**config.mk**
```make
export PLATFORM = sky130hd
export DESIGN_NAME = paycall_ctrl
export DESIGN_NICKNAME = d
export VERILOG_FILES = /design/src/rtl/paycall_pkg.sv /design/src/rtl/paycall_timer.sv /design/src/rtl/paycall_fsm.sv /design/src/rtl/paycall_ctrl.sv
export SDC_FILE = /design/constraint.sdc
export NUM_CORES = 1
export LEC_CHECK = 0
export BUFFER_PORTS_ARGS = -buffer_cell sky130_fd_sc_hd__buf_2
export CORE_MARGIN = 2
export CORE_UTILIZATION = 40
export DETAILED_ROUTE_END_ITERATION = 8
export SYNTH_ARGS = -nofsm -noshare
export SYNTH_HDL_FRONTEND = slang
export SYNTH_SLANG_ARGS = --single-unit
```
**constraint.sdc**
```tcl
create_clock -name clk -period 1.69 [get_ports clk]
set_input_delay 0.338 -clock clk [delete_from_list [all_inputs] [get_ports clk]]
set_output_delay 0.338 -clock clk [all_outputs]
set_load 0.005 [all_outputs]
```
**src/rtl/paycall_pkg.sv**
```systemverilog
package paycall_pkg;

    localparam int unsigned DEF_PERIOD_S = 60;
    localparam int unsigned DEF_PROMPT_S = 45;

    typedef enum logic [2:0] {
        ST_IDLE    = 3'd0,
        ST_LIFTED  = 3'd1,
        ST_PAID    = 3'd2,
        ST_BUSY    = 3'd3,
        ST_TALK    = 3'd4,
        ST_ENDED   = 3'd5,
        ST_FAULT   = 3'd6
    } call_state_t;

    typedef struct packed {
        logic refund;
        logic talk;
        logic prompt;
        logic oos;
    } call_out_t;

    function automatic logic holds_unused_coin(call_state_t s);
        return (s == ST_PAID) || (s == ST_BUSY);
    endfunction

endpackage

```
**src/rtl/paycall_timer.sv**
```systemverilog
module paycall_timer #(
    parameter int unsigned PERIOD_S = 60,
    localparam int unsigned CNT_W   = $clog2(PERIOD_S + 1)
) (
    input  logic             clk,
    input  logic             rst,
    input  logic             clr,
    input  logic             inc,
    output logic [CNT_W-1:0] cnt
);

    logic [CNT_W-1:0] cnt_q;

    always_ff @(posedge clk) begin
        if (rst || clr) begin
            cnt_q <= '0;
        end else if (inc) begin
            cnt_q <= cnt_q + 1'b1;
        end
    end

    assign cnt = cnt_q;

    // the count never runs past the last second of a period
    p_cnt_bound_r6: assert property (@(posedge clk) disable iff (rst)
        cnt_q <= CNT_W'(PERIOD_S - 1));

endmodule

```
**src/rtl/paycall_fsm.sv**
```systemverilog
module paycall_fsm
    import paycall_pkg::*;
#(
    parameter int unsigned PERIOD_S = 60,
    parameter int unsigned PROMPT_S = 45,
    localparam int unsigned CNT_W   = $clog2(PERIOD_S + 1)
) (
    input  logic             clk,
    input  logic             rst,
    input  logic             on_hook,
    input  logic             coin,
    input  logic             busy,
    input  logic             conn,
    input  logic             fault,
    input  logic             tick,
    input  logic [CNT_W-1:0] cnt,
    output logic             cnt_clr,
    output logic             cnt_inc,
    output call_out_t        outs
);

    call_state_t state_q, state_d;
    logic        in_window, last_sec, restart;

    assign in_window = (cnt >= CNT_W'(PROMPT_S));
    assign last_sec  = (cnt == CNT_W'(PERIOD_S - 1));

    always_comb begin
        state_d = state_q;
        restart = 1'b0;
        if (fault) begin
            state_d = ST_FAULT;
        end else begin
            unique case (state_q)
                ST_IDLE:   if (!on_hook) state_d = ST_LIFTED;
                ST_LIFTED: begin
                    if (on_hook)   state_d = ST_IDLE;
                    else if (coin) state_d = ST_PAID;
                end
                ST_PAID: begin
                    if (on_hook)   state_d = ST_IDLE;
                    else if (conn) state_d = ST_TALK;
                    else if (busy) state_d = ST_BUSY;
                end
                ST_BUSY:   if (on_hook) state_d = ST_IDLE;
                ST_TALK: begin
                    if (on_hook)                  state_d = ST_IDLE;
                    else if (coin && in_window)   restart = 1'b1;
                    else if (tick && last_sec)    state_d = ST_ENDED;
                end
                ST_ENDED:  if (on_hook) state_d = ST_IDLE;
                ST_FAULT:  if (on_hook) state_d = ST_IDLE;
                default:   state_d = ST_IDLE;
            endcase
        end
    end

    always_ff @(posedge clk) begin
        if (rst) state_q <= ST_IDLE;
        else     state_q <= state_d;
    end

    assign cnt_clr = restart || (state_q != ST_TALK) || (state_d != ST_TALK);
    assign cnt_inc = (state_q == ST_TALK) && tick;

    always_comb begin
        outs.refund = holds_unused_coin(state_q) && on_hook && !fault;
        outs.talk   = (state_q == ST_TALK);
        outs.prompt = (state_q == ST_TALK) && in_window;
        outs.oos    = (state_q == ST_FAULT);
    end

    p_ret_pulse_r4: assert property (@(posedge clk) disable iff (rst)
        outs.refund |=> !outs.refund);

    p_fault_ooo_r11: assert property (@(posedge clk) disable iff (rst)
        fault |=> outs.oos);

    p_ooo_quiet_r11: assert property (@(posedge clk) disable iff (rst)
        outs.oos |-> !(outs.talk || outs.prompt || outs.refund));

    p_prompt_in_call_r5: assert property (@(posedge clk) disable iff (rst)
        outs.prompt |-> outs.talk);

    p_call_offhook_r2: assert property (@(posedge clk) disable iff (rst)
        outs.talk |-> !$past(on_hook));

    p_topup_r7: assert property (@(posedge clk) disable iff (rst)
        (outs.prompt && coin && !on_hook && !fault) |=> (outs.talk && !outs.prompt));

    p_cut_r6: assert property (@(posedge clk) disable iff (rst)
        (outs.talk && tick && last_sec && !coin && !on_hook && !fault) |=> !outs.talk);

    p_no_refund_talk_r9: assert property (@(posedge clk) disable iff (rst)
        outs.talk |-> !outs.refund);

endmodule

```
**src/rtl/paycall_ctrl.sv**
```systemverilog
module paycall_ctrl
    import paycall_pkg::*;
#(
    parameter int unsigned PERIOD_S = DEF_PERIOD_S,
    parameter int unsigned PROMPT_S = DEF_PROMPT_S
) (
    input  logic clk,
    input  logic rst,
    input  logic on_hook,
    input  logic coin_pulse,
    input  logic line_busy,
    input  logic line_conn,
    input  logic line_fault,
    input  logic sec_tick,
    output logic coin_ret,
    output logic call_en,
    output logic coin_prompt,
    output logic out_of_order
);

    localparam int unsigned CNT_W = $clog2(PERIOD_S + 1);

    logic [CNT_W-1:0] sec_cnt;
    logic             cnt_clr, cnt_inc;
    call_out_t        outs;

    paycall_timer #(.PERIOD_S(PERIOD_S)) u_timer (
        .clk (clk),
        .rst (rst),
        .clr (cnt_clr),
        .inc (cnt_inc),
        .cnt (sec_cnt)
    );

    paycall_fsm #(.PERIOD_S(PERIOD_S), .PROMPT_S(PROMPT_S)) u_fsm (
        .clk     (clk),
        .rst     (rst),
        .on_hook (on_hook),
        .coin    (coin_pulse),
        .busy    (line_busy),
        .conn    (line_conn),
        .fault   (line_fault),
        .tick    (sec_tick),
        .cnt     (sec_cnt),
        .cnt_clr (cnt_clr),
        .cnt_inc (cnt_inc),
        .outs    (outs)
    );

    assign coin_ret     = outs.refund;
    assign call_en      = outs.talk;
    assign coin_prompt  = outs.prompt;
    assign out_of_order = outs.oos;

endmodule

```
Yosys cells after proc, flatten, opt, wreduce, memory -nomap -nowiden
Cells that the tools add are included.
- bits in registers: 9
- input port bits: 8
- word-level logic and storage cells: 42
- add/subtract/negate cells: 1
- $lt $le $gt $ge: 1
- eq/ne operators: 9
- muxes and demuxes: 16
- reductions and logical operators: 13
- operator list (kind ; number):
    $mux W3 ; 11
    $pmux W3 S5 ; 1
    $eq A3 B3 Y1 const B ; 3
    $add A6 B1 Y6 const B ; 1
    $eq A3 B2 Y1 const B ; 2
    $eq A6 B6 Y1 const B ; 1
    $ge A6 B6 Y1 const B ; 1
    $logic_and A1 B1 Y1 ; 6
    $ne A3 B3 Y1 const B ; 2
    $logic_or A1 B1 Y1 ; 4
    $mux W1 ; 4
    $eq A3 B1 Y1 const B ; 1
    $logic_not A3 Y1 ; 1
    $reduce_or A3 Y1 ; 1
    $logic_not A1 Y1 ; 1

Longest topological paths before layout
- word-level depth: 10
- gate-level depth with buffers: 6

Cells and area by module
A second synthesis with hierarchy kept.
- cells, all modules: 61
- area, all modules: 538.0 µm²
- by module, submodules not included (module ; times used ; cells each ; area each (µm²) ; seq. area each (µm²)):
    paycall_fsm ; 1 ; 35 ; 289.0 ; 60.1
    paycall_timer ; 1 ; 26 ; 249.0 ; 120.1

Worst setup path before layout
No wires, ideal clock.
- path type: register to register
- start: register u_timer.cnt_q[0] (netlist: u_timer.cnt[0])
- end: register u_fsm.state_q[0]
- arrival: 1.404 ns
- required time: 1.620 ns
- path slack: 0.216 ns
- cell stages (with the launch flop): 6
- clock period less this slack: 1.474 ns
- cells stage by stage: dfxtp_1 ha_1 nand4_1 or4_4 o21bai_1 a21boi_1
- word-level cells in the longest chain between the ends: 7
- elaborated cells between the ends (all ways): 9
- those cells by class: order compare (1); eq/ne (1); mux (5); reduce/logical (2)
- RTL lines (item ; line ; text):
    start: declaration ; paycall_timer.sv:12 ; logic [CNT_W-1:0] cnt_q;
    start signal: assignment ; paycall_timer.sv:18 ; cnt_q <= cnt_q + 1'b1;
    parallel branches: the longest is 3 deep, another holds $ge A6 B6 Y1 ; n/a ;
    $mux W3 * ; paycall_fsm.sv:48 ; else if (coin && in_window) restart = 1'b1;
    $mux W3 * ; paycall_fsm.sv:47 ; if (on_hook) state_d = ST_IDLE;
    $pmux W3 S5 * ; paycall_fsm.sv:34 ; unique case (state_q)
    $mux W3 * ; paycall_fsm.sv:31 ; if (fault) begin
    end signal: assignment ; paycall_fsm.sv:60 ; else state_q <= state_d;
    end: declaration ; paycall_fsm.sv:22 ; call_state_t state_q, state_d;
Mark *: on every way between the ends.
A chain may end at the register's enable or synchronous reset.

Worst setup path after layout
- start: register u_timer.cnt_q[0] (netlist: u_timer.cnt[0])
- end: output coin_prompt
- word-level cells in the longest chain between the ends: 2
- RTL lines (item ; line ; text):
    $ge A6 B6 Y1 ; paycall_fsm.sv:25 ; assign in_window = (cnt >= CNT_W'(PROMPT_S));
    $logic_and A1 B1 Y1 ; paycall_fsm.sv:69 ; outs.prompt = (state_q == ST_TALK) && in_window;
    end: declaration ; paycall_ctrl.sv:17 ; output logic coin_prompt,
Every way passes these cells.

==> results.tsv <==
metric	value	unit
layout.nets	97	
core-area	1318	um2
synth-seq-cells	9	
area_growth	21.90	%
clk_latency	260	ps
synth_cell_type_count	26	
fillCellCount	124	
synthCells	70	
final-instance-count-excl-fill	100	
crit-reg2reg-launch	u_timer.cnt[1]$_SDFFE_PP0P_	
clock-sinks	9	
detail-route-antenna-nets	0	
viasPerCell	5.360	
synth_compound_area_share	16.59	%
drtIter0Drc	7	
ir_drop	0.4256	mV
dpl_cell_area	629.4	um2
fin_crit	1598	ps
dp_hpwl	850.2	um
clockBufferDepth	2	
ys_warn_count	0	
cp-end-kind	output pin	
multiInputGateArea	370.4	um2
min_path_type	in2reg	
die_x	41.60	um
diodes	0	
grt_pass1_vias	480	
reg2reg_to	u_timer.cnt[2]$_SDFFE_PP0P_	
r2r_cells	6	
grt_usage	14.05	%
pin_count	12	
hold_viol_final	0	
antenna_found_initial	0	
period_share	94.57	%
critical_path_class	reg2out	
cp.required	1350	ps
async_flop_share	0	%
htree_levels	1	
synth_ff_type	dfxtp_1	
cts-root-buf	clkbuf_4	
cts_buffers	3	
setup_viol	0	
skew	0.9469	ps
vias	536	
cp-start-kind	flip-flop	
tns	0	ps
die_height	41.60	um
cts_tree	yes	
muxShareOfSynthArea	0	%
gp_congestion	0.8521	
powerDensity	639.1	nW/um2
synth_fa_ha_area_share	6.637	%
start_util	42.92	%
arrival	1260	ps
synth_area_leaders	dfxtp_1 32%, ha_1 6.6%, xor2_1 6.2%	
tightestPinTransition	347.6	ps
crit_end	coin_prompt	
synth_top_area_share	31.86	%
grt_max_degree	11	
synth_top_family_by_area	simple AND/OR/NAND/NOR gates	
max_slew_margin	76.65	%
seqCellArea	183.9	um2
critPathLaunch	u_timer.cnt[0]$_SDFFE_PP0P_	
grt_overflow_total	0	
wirelength	1161	um
rows	13	
regToRegSetupSlack	100	ps
drive_gt1_share	34.12	%
synth_area_leader_cell	dfxtp_1	
synth_edf_count	0	
drv_cap	0	
leakagePower	0.2747	nW
clkTransAtPathRegs	60	ps
stdcell_area	689.4	um2
post-route-drc-count	0	
drt_pass1_iterations	5	
status	complete, no violations	
slew_violations	0	
max_freq	0.6257	GHz
dp_cells	94	
ys_seq_area_share	31.86	%
synth.avg_cell_area	8.079	um2
wl_per_cell	11.61	um
syn-num-nets	81	
synth-xor-area-share	6.195	%
die-area	1731	um2
synth_area	565.5	um2
synthSimpleGateAreaFrac	33.63	%
io_buffer_count	11	
crit_fanout	5	
grt_pass1_wl	1904	um
-- cells in the mapped netlist (all sizes together) (3+ instances only) --
master / count
dfxtp: 9
xor2: 4
and3: 3
ha: 3
a21oi: 5
nor2: 8
nand2b: 3
nand4: 3
buf: 3
nand2: 9
inv: 3
-- kinds of logic after synthesis --
kind of cell             count (synthesis)
XOR/XNOR                                 4
adder cells (fa/ha/maj)                  3
AO/OA/AOI/OAI                           13
buffers and inverters                    6
flip-flops                               9
AND/OR/NAND/NOR                         35
-- worst min path at each step --
stage	startpoint	end	slack (ps)	depth (start not counted)
after floorplan	line_fault	u_fsm.state_q[1]$_SDFF_PP0_	460	2
after global placement	u_timer.cnt[1]$_SDFFE_PP0P_	u_timer.cnt[1]$_SDFFE_PP0P_	500	2
after detailed placement	u_timer.cnt[1]$_SDFFE_PP0P_	u_timer.cnt[1]$_SDFFE_PP0P_	500	2
after CTS	line_fault	u_fsm.state_q[1]$_SDFF_PP0_	330	3
after global routing	line_fault	u_fsm.state_q[1]$_SDFF_PP0_	330	3
final	line_fault	u_fsm.state_q[1]$_SDFF_PP0_	330	3
-- per-layer routing --
layer,up-vias,GRT usage [%],share of wire [%]
met4,0,1.935,0
met5,-,0,0
li1,274,-,-
met2,21,23.44,48
met1,241,16.80,44
met3,0,6.522,8.2
-- power breakdown --
group | switching (mW) | leakage (nW) | internal [mW]
Sequential | 0.0117 | 0.0744 | 0.217
Combinational | 0.0229 | 0.183 | 0.0260
Clock | 0.0756 | 0.0177 | 0.0873
Total | 0.110 | 0.275 | 0.330
-- worst max-delay path: stages (launching register included) --
cell	delay, ps
dfxtp_2	360
inv_1	60
ha_1	230
nand2b_4	70
a21oi_2	60
nor2_1	100
buf_2	120
-- through the flow --
step	worst slack, ps	hold WS (ps)	total power [mW]	util (%)
6_report	91.74	334.7	0.4406	52.33
5_1_grt	-2.036	330.7	0.4736	52.33
4_1_cts	4.138	326.2	0.4489	50.71
3_5_place_dp	125.7	496.6	0.2815	47.77
3_3_place_gp	143.7	499.4	0.2817	47.77
2_1_floorplan	216.4	458.7	0.2614	-
-- flip-flops by register name, indices dropped and copies added, names as in the netlist --
name and count:
u_timer.cnt 6, u_fsm.state_q 3
-- timing repair --
item	in CTS	in global routing
hold buffers	0	0
resized for setup	1	6
setup endpoints to repair	1	2
pin swaps	1	2
hold endpoints to repair	0	0
gates cloned	0	0
setup buffers	1	1
-- area by class of cell --
cell class	instances	share of cell area (%)
Timing Repair Buffer	14	11.25
Sequential cell	9	26.68
Tap cell	15	2.722
Clock inverter	1	0.7260
Clock buffer	3	3.267
Inverter	3	1.633
Multi-Input combinational cell	55	53.72
-- placed cells by master, fill, tap and decap left out, types with 2 or more instances in the layout --
cell,count
clkbuf_4,3
o21bai_1,2
a21oi_1,4
nand4_1,3
xor2_1,4
nor2_1,8
dfxtp_1,6
and3_1,3
buf_2,11
buf_4,3
inv_1,2
nand2_1,9
nand2b_1,2
dfxtp_2,3
nand3_1,2
ha_1,2
nor3_1,2
No activity file was read; power rests on OpenSTA's default activity.
